### config.mk
export PLATFORM = sky130hd
export DESIGN_NAME = sio_cfg_port
export DESIGN_NICKNAME = d
export VERILOG_FILES = /design/src/rtl/sio_pkg.sv /design/src/rtl/sio_edge_detect.sv /design/src/rtl/sio_seq.sv /design/src/rtl/sio_regbank.sv /design/src/rtl/sio_txout.sv /design/src/rtl/sio_cfg_port.sv
export SDC_FILE = /design/constraint.sdc
export NUM_CORES = 1
export LEC_CHECK = 0
export ABC_CLOCK_PERIOD_IN_PS = 3200
export CORE_AREA = 4 4 206 168
export DETAILED_ROUTE_END_ITERATION = 10
export DIE_AREA = 0 0 210 172
export GPL_ROUTABILITY_DRIVEN = 0
export MAX_ROUTING_LAYER = met4
export PLACE_DENSITY = 0.79
export SKIP_CTS_REPAIR_TIMING = 1
export SYNTH_ARGS = -nofsm -noshare
export SYNTH_HDL_FRONTEND = slang
export SYNTH_HIERARCHICAL = 1
export SYNTH_SLANG_ARGS = --single-unit
export TNS_END_PERCENT = 100
### constraint.sdc
create_clock -name clk -period 3.2 [get_ports clk]
set_clock_uncertainty 0.15 [all_clocks]
set_input_delay 0.32 -clock clk [delete_from_list [all_inputs] [get_ports clk]]
set_output_delay 0.32 -clock clk [all_outputs]
set_load 0.02 [all_outputs]
### src/rtl/sio_pkg.sv
package sio_pkg;

    localparam int INSTR_BITS = 8;
    localparam int ADDR_BITS  = 5;
    localparam int RD_FLAG    = 7;
    localparam int MAX_BYTES  = 4;
    localparam int WORD_BITS  = MAX_BYTES * 8;
    localparam int CNT_W      = $clog2(WORD_BITS + 1);
    localparam int POS_W      = $clog2(WORD_BITS);

    typedef enum logic [1:0] {
        PH_IDLE  = 2'd0,
        PH_INSTR = 2'd1,
        PH_DATA  = 2'd2
    } phase_e;

    // Bytes moved in the data phase for a given address; unmapped -> 1.
    function automatic int unsigned reg_bytes(input logic [ADDR_BITS-1:0] a,
                                              input int unsigned nregs);
        if (32'(a) < nregs) return (32'(a) % MAX_BYTES) + 1;
        return 1;
    endfunction

endpackage

### src/rtl/sio_edge_detect.sv
module sio_edge_detect (
    input  logic clk,
    input  logic rst_n,
    input  logic sclk_i,
    output logic rise_o,
    output logic fall_o
);
    logic sclk_q;

    always_ff @(posedge clk or negedge rst_n) begin
        if (!rst_n) sclk_q <= 1'b0;
        else        sclk_q <= sclk_i;
    end

    assign rise_o = sclk_i & ~sclk_q;
    assign fall_o = ~sclk_i & sclk_q;
endmodule

### src/rtl/sio_seq.sv
module sio_seq import sio_pkg::*; #(
    parameter int NUM_REGS = 8
) (
    input  logic                 clk,
    input  logic                 rst_n,
    input  logic                 cs_n,
    input  logic                 abort_i,
    input  logic                 rise_i,
    input  logic                 fall_i,
    input  logic                 lsb_first_i,
    input  logic                 sdi_i,
    output phase_e               phase_o,
    output logic                 rd_o,
    output logic [ADDR_BITS-1:0] addr_o,
    output logic [CNT_W-1:0]     cnt_o,
    output logic [CNT_W-1:0]     nbits_o,
    output logic [POS_W-1:0]     pos_o,
    output logic                 wr_bit_o,
    output logic                 commit_o,
    output logic                 clear_o,
    output logic                 load_o
);
    phase_e                 phase_q, phase_d;
    logic [CNT_W-1:0]       cnt_q, cnt_d;
    logic [INSTR_BITS-1:0]  instr_q, instr_d, instr_next;
    logic                   rd_q, rd_d;
    logic [ADDR_BITS-1:0]   addr_q, addr_d;
    logic [2:0]             ipos;
    logic                   live, last_instr, last_data;

    assign live    = ~cs_n & ~abort_i;
    assign nbits_o = CNT_W'(reg_bytes(addr_q, NUM_REGS) * 8);
    assign ipos    = lsb_first_i ? cnt_q[2:0] : 3'(7 - int'(cnt_q[2:0]));
    assign pos_o   = lsb_first_i ? POS_W'(cnt_q)
                                 : POS_W'(nbits_o - CNT_W'(1) - cnt_q);

    always_comb begin
        instr_next       = instr_q;
        instr_next[ipos] = sdi_i;
    end

    assign last_instr = (cnt_q == CNT_W'(INSTR_BITS - 1));
    assign last_data  = (cnt_q == nbits_o - CNT_W'(1));

    // State register
    always_ff @(posedge clk or negedge rst_n) begin
        if (!rst_n) begin
            phase_q <= PH_IDLE;
            cnt_q   <= '0;
            instr_q <= '0;
            rd_q    <= 1'b0;
            addr_q  <= '0;
        end else begin
            phase_q <= phase_d;
            cnt_q   <= cnt_d;
            instr_q <= instr_d;
            rd_q    <= rd_d;
            addr_q  <= addr_d;
        end
    end

    // Next state
    always_comb begin
        phase_d = phase_q;
        cnt_d   = cnt_q;
        instr_d = instr_q;
        rd_d    = rd_q;
        addr_d  = addr_q;
        if (cs_n) begin
            phase_d = PH_IDLE;
            cnt_d   = '0;
        end else if (abort_i) begin
            phase_d = PH_INSTR;
            cnt_d   = '0;
        end else begin
            unique case (phase_q)
                PH_IDLE, PH_INSTR: begin
                    phase_d = PH_INSTR;
                    if (rise_i) begin
                        instr_d = instr_next;
                        if (last_instr) begin
                            phase_d = PH_DATA;
                            cnt_d   = '0;
                            rd_d    = instr_next[RD_FLAG];
                            addr_d  = instr_next[ADDR_BITS-1:0];
                        end else begin
                            cnt_d = cnt_q + CNT_W'(1);
                        end
                    end
                end
                PH_DATA: begin
                    if (rise_i) begin
                        if (last_data) begin
                            phase_d = PH_INSTR;
                            cnt_d   = '0;
                        end else begin
                            cnt_d = cnt_q + CNT_W'(1);
                        end
                    end
                end
                default: phase_d = PH_IDLE;
            endcase
        end
    end

    // Outputs
    always_comb begin
        wr_bit_o = live & (phase_q == PH_DATA) & rise_i & ~rd_q;
        commit_o = wr_bit_o & last_data;
        clear_o  = ~live | ((phase_q == PH_DATA) & rise_i & last_data);
        load_o   = live & (phase_q == PH_DATA) & rd_q & fall_i;
    end

    assign phase_o = phase_q;
    assign rd_o    = rd_q;
    assign addr_o  = addr_q;
    assign cnt_o   = cnt_q;
endmodule

### src/rtl/sio_regbank.sv
module sio_regbank import sio_pkg::*; #(
    parameter int NUM_REGS = 8
) (
    input  logic                          clk,
    input  logic                          rst_n,
    input  logic                          wr_bit_i,
    input  logic                          commit_i,
    input  logic                          sdi_i,
    input  logic [POS_W-1:0]              pos_i,
    input  logic [CNT_W-1:0]              nbits_i,
    input  logic [ADDR_BITS-1:0]          addr_i,
    output logic [WORD_BITS-1:0]          rd_word_o,
    output logic [NUM_REGS*WORD_BITS-1:0] regs_o
);
    logic [WORD_BITS-1:0] regs_q [NUM_REGS];
    logic [WORD_BITS-1:0] buf_q, buf_next, mask;
    logic [WORD_BITS:0]   mask_ext;

    always_comb begin
        buf_next         = buf_q;
        buf_next[pos_i]  = sdi_i;
    end

    assign mask_ext = ({{WORD_BITS{1'b0}}, 1'b1} << nbits_i) - 1'b1;
    assign mask     = mask_ext[WORD_BITS-1:0];

    always_ff @(posedge clk or negedge rst_n) begin
        if (!rst_n) buf_q <= '0;
        else if (wr_bit_i) buf_q <= buf_next;
    end

    always_ff @(posedge clk or negedge rst_n) begin
        if (!rst_n) begin
            for (int i = 0; i < NUM_REGS; i++) regs_q[i] <= '0;
        end else if (commit_i) begin
            for (int i = 0; i < NUM_REGS; i++)
                if (addr_i == ADDR_BITS'(i)) regs_q[i] <= buf_next & mask;
        end
    end

    always_comb begin
        rd_word_o = '0;
        for (int i = 0; i < NUM_REGS; i++)
            if (addr_i == ADDR_BITS'(i)) rd_word_o = regs_q[i];
    end

    for (genvar g = 0; g < NUM_REGS; g++) begin : g_flat
        assign regs_o[g*WORD_BITS +: WORD_BITS] = regs_q[g];
    end
endmodule

### src/rtl/sio_txout.sv
module sio_txout import sio_pkg::*; (
    input  logic                 clk,
    input  logic                 rst_n,
    input  logic                 clear_i,
    input  logic                 load_i,
    input  logic [WORD_BITS-1:0] word_i,
    input  logic [POS_W-1:0]     pos_i,
    output logic                 bit_o
);
    always_ff @(posedge clk or negedge rst_n) begin
        if (!rst_n)       bit_o <= 1'b0;
        else if (clear_i) bit_o <= 1'b0;
        else if (load_i)  bit_o <= word_i[pos_i];
    end
endmodule

### src/rtl/sio_cfg_port.sv
module sio_cfg_port import sio_pkg::*; #(
    parameter int NUM_REGS = 8
) (
    input  logic                          clk,
    input  logic                          rst_n,
    input  logic                          sclk,
    input  logic                          cs_n,
    input  logic                          sync_abort,
    input  logic                          cfg_lsb_first,
    input  logic                          cfg_sdo_sep,
    input  logic                          sdio_in,
    output logic                          sdio_out,
    output logic                          sdio_oe,
    output logic                          sdo,
    output logic                          sdo_oe,
    output logic [NUM_REGS*WORD_BITS-1:0] regs_o
);
    logic                 rise, fall;
    phase_e               phase;
    logic                 is_rd;
    logic [ADDR_BITS-1:0] addr;
    logic [CNT_W-1:0]     cnt, nbits;
    logic [POS_W-1:0]     pos;
    logic                 wr_bit, commit, clear, load;
    logic [WORD_BITS-1:0] rd_word;
    logic                 out_bit;

    sio_edge_detect u_edge (
        .clk    (clk),
        .rst_n  (rst_n),
        .sclk_i (sclk),
        .rise_o (rise),
        .fall_o (fall)
    );

    sio_seq #(.NUM_REGS(NUM_REGS)) u_seq (
        .clk         (clk),
        .rst_n       (rst_n),
        .cs_n        (cs_n),
        .abort_i     (sync_abort),
        .rise_i      (rise),
        .fall_i      (fall),
        .lsb_first_i (cfg_lsb_first),
        .sdi_i       (sdio_in),
        .phase_o     (phase),
        .rd_o        (is_rd),
        .addr_o      (addr),
        .cnt_o       (cnt),
        .nbits_o     (nbits),
        .pos_o       (pos),
        .wr_bit_o    (wr_bit),
        .commit_o    (commit),
        .clear_o     (clear),
        .load_o      (load)
    );

    sio_regbank #(.NUM_REGS(NUM_REGS)) u_bank (
        .clk       (clk),
        .rst_n     (rst_n),
        .wr_bit_i  (wr_bit),
        .commit_i  (commit),
        .sdi_i     (sdio_in),
        .pos_i     (pos),
        .nbits_i   (nbits),
        .addr_i    (addr),
        .rd_word_o (rd_word),
        .regs_o    (regs_o)
    );

    sio_txout u_tx (
        .clk     (clk),
        .rst_n   (rst_n),
        .clear_i (clear),
        .load_i  (load),
        .word_i  (rd_word),
        .pos_i   (pos),
        .bit_o   (out_bit)
    );

    assign sdio_out = out_bit;
    assign sdo      = cfg_sdo_sep & out_bit;
    assign sdo_oe   = cfg_sdo_sep & ~cs_n;
    assign sdio_oe  = ~cfg_sdo_sep & ~cs_n & (phase == PH_DATA) & is_rd;
endmodule

==> results.tsv <==
stage	metric	value	unit
critical_path	endpoint_kind	flop	
layout	syn_to_final_growth	37.78	%
global_route	antenna_found_initial	1	
floorplan	core-area	0.03233	mm²
run	maxCapViolCount	0	
synth	synth_area_leader_cell	dfrtp_1	
pwr	p_switching	2.087	mW
layout	drive_gt1_share	24.55	%
drt	routed_wl	62.07	mm
drt	drcViolationCount	0	
critical_path	path_class	flop to flop	
cts	cts_buffer_depth	3	
global_route	track_usage	32.97	%
layout	fin_cells	2387	
cts	cts_tree	built	
layout	layout.nets	1949	
global_route	grt_overflow_total	0	
cts	numCtsBuffers	31	
cts	clkLatencyLatePin	0.58	ns
status	violations	negative setup slack	
critical_path	crit_end	u_tx/bit_o	
sta	timing.final.ws_setup	-0.07172	ns
global_route	grt_pass1_vias	14960	
synth	synthArstFlopShare	100.0	%
critical_path	slowest_delay	0.40	ns
critical_path	start_kind	flop	
synth	ys_warn_count	6	
drt	vias	15690	
synth	netlist_area	0.01578	mm²
sta	worst_pin_slew	1.037	ns
placement	hpwlAfterDp	43.93	mm
synth	synth_most_common_cell	dfrtp_1	
floorplan	die_h	172	µm
critical_path	rr_worst_depth	10	
min_path	min_path_type	input port to flop	
critical_path	r2r-end	u_tx/bit_o	
critical_path	arrival	3.61	ns
drt	drtPass1Iterations	7	
synth	synth_top_cells_by_count	dfrtp_1, nand2_1, mux2_2, o21ai_0, a21oi_1	
layout	finish.instance_area	0.02174	mm²
sta	slew_viol_final	0	
pwr	power_frac_clock	43.8	%
status	status	finished, violations left	
sta	fmax	305.6	MHz
synth	synth_top_cell_area_share	49.16	%
pwr	seqPwrFrac	47.2	%
pwr	power_leakage	9.268	nW
critical_path	worstSetupStartpoint	u_seq/addr_o[4]	
placement	placed_cells	2317	
synth	yosysSeqAreaShare	49.16	%
pwr	vdd_drop_max	0.3979	mV
synth	syn_area_per_cell	10.08	µm²
synth	synthDistinctLibCells	82	
floorplan	start_util	48.80	%
cts	clk_pin_slew	0.07	ns
cts	cts.sinks	310	
drt	drt_iter0_drc	2474	
synth	ys.flop_type	dfrtp_1	
floorplan	boundaryPins	268	
pwr	intPower	6.324	mW
floorplan	fp.dieW	210	µm
placement	io_buffers	267	
pwr	netSwitchingFraction	24.82	%
synth	synth-edff-count	0	
sta	min_period_over_period	102.2	%
synth	yosys_register_bits	310	
cts	cts_max_level	1	
pwr	powerDensity	386.9	mW/mm²
critical_path	cp.required	3.54	ns
floorplan	die_area	0.03612	mm²
synth	synth_area_leaders	dfrtp_1, mux2_2, nand2_1	
critical_path	cp_common_cell	buf_4	
drt	routedWlPerCell	26.00	µm
sta	rsz0062_at_grt	yes	
pwr	design_power_total	8.411	mW
sta	setup_violations	9	
sta	hold_violations	0	
critical_path	cp_cell_sequence	buf_4, nor3b_4, and2_2, buf_4, a222oi_1, a31oi_1, mux4_2, mux2i_2, o311a_1, a211oi_2	
critical_path	r2r-start	u_seq/addr_o[4]	
floorplan	core.rowCount	59	
drt	via_per_inst	6.571	
sta	period_minus_slack	3.272	ns
global_route	grt_max_degree	99	
critical_path	r2r_slack	-0.07	ns
drt	drtAntennaViolNets	0	
critical_path	cp_slowest_cell	dfrtp_1	
synth	netlist_instances	1565	
global_route	grt_pass1_wl	90.13	mm
placement	pre_cts_ws	-0.3384	ns
critical_path	cp_max_fo	11	
cts	cts_root_buf	clkbuf_16	
sta	relSlewSlack	29.86	%
pwr	combPwrFrac	9.0	%
placement	place_area	0.02012	mm²
==> sequential cells by signal, indices dropped and copies added, names as in the netlist <==
signal,count
u_seq/addr_o,5
u_seq/instr_q,6
u_seq/cnt_o,6
u_seq/phase_o,2
u_bank/buf_q,32
u_seq/rd_o,1
u_bank/regs_o,256
u_edge/sclk_q,1
u_tx/bit_o,1
==> power by group through the flow <==
stage / logic, mW / registers (mW) / clock network [mW]
finish: 0.758 / 3.97 / 3.69
global route: 0.796 / 3.97 / 3.86
CTS: 0.657 / 3.96 / 3.69
detailed placement: 0.654 / 4.04 / 0
global placement: 0.641 / 4.03 / 0
floorplan: 0.333 / 4.03 / 0
==> per-stage QoR <==
stage | setup TNS (ns) | hold WS [ns] | utilization, %
finish | -0.1741 | 0.08939 | 67.24
detailed placement | -28.17 | 0.2502 | 62.22
global route | -1.994 | 0.08707 | 67.24
floorplan | -0.9875 | -0.1256 | -
global placement | -9.701 | 0.2462 | 62.22
CTS | -33.22 | -0.3470 | 65.33
==> worst max-delay path, delay by kind of cell, from the launching register on <==
kind / cells / cell delay (ns)
DFF: 1 / 0.40
buffers and inverters: 2 / 0.42
muxes: 2 / 0.49
AOI/OAI and AO/OA: 4 / 1.11
and+or+nand+nor: 2 / 0.62
==> routing by layer <==
| layer | share of wire, % | routed length [µm] | up-vias | track usage (%) |
|---|---|---|---|---|
| met5 | 0 | 0 | - | - |
| met4 | 5.7 | 3540 | 0 | 14.32 |
| met3 | 14 | 8603 | 271 | 9.124 |
| met2 | 43 | 26690 | 1339 | 47.95 |
| met1 | 37 | 23240 | 7597 | 43.74 |
| li1 | - | - | 6479 | - |
==> cells in the final DEF (no fill, tap or decap), drive strengths merged, types with 7 or more instances in the layout <==
cell,count
inv,8
o31ai,48
buf,188
xnor2,9
a211oi,8
a221oi,24
nor3,41
nand3,33
nor4,8
clkbuf,44
a222oi,21
o21ai,132
a21boi,7
and2,18
a31oi,33
nand3b,8
nor2b,14
mux2i,39
a21oi,88
a22oi,20
xor2,7
mux2,142
o22ai,10
a22o,8
nand2b,13
clkdlybuf4s50,266
nand2,236
nor3b,7
nor2,87
dfrtp,310
==> cells by family after synthesis <==
family,after synthesis,share of synthesized area (%)
XOR/XNOR,15,0.8802
AND/OR/NAND/NOR,497,14.89
other,1,0.02376
multiplexers,187,13.68
flip-flops,310,49.16
adder cells (fa/ha/maj),3,0.2379
AO/OA/AOI/OAI,426,17.61
buffers and inverters,126,3.520
==> cell type report <==
| class | instances | area [µm²] |
|---|---|---|
| tap | 427 | 534.3 |
| clock buffer | 42 | 857.1 |
| sequential | 310 | 7760 |
| antenna | 1 | 2.502 |
| multi-input combinational | 1132 | 7891 |
| fill | 2367 | 10590 |
| inverter | 6 | 22.52 |
| clock inverter | 12 | 150.1 |
| timing repair buffer | 457 | 4524 |
==> how the worst min path moves through the flow <==
stage / endpoint / start / cells after the start / slack (ns)
3_5_place_dp: u_bank/regs_o[82] / rst_n / 1 / 0.25
2_1_floorplan: u_bank/buf_q[0] / rst_n / 0 / -0.13
3_3_place_gp: u_bank/regs_o[82] / rst_n / 1 / 0.25
5_1_grt: u_edge/sclk_q / sclk / 1 / 0.09
4_1_cts: u_bank/regs_o[82] / rst_n / 1 / -0.35
6_report: u_edge/sclk_q / sclk / 1 / 0.09
Note: power is estimated with default switching activity, not from simulation.
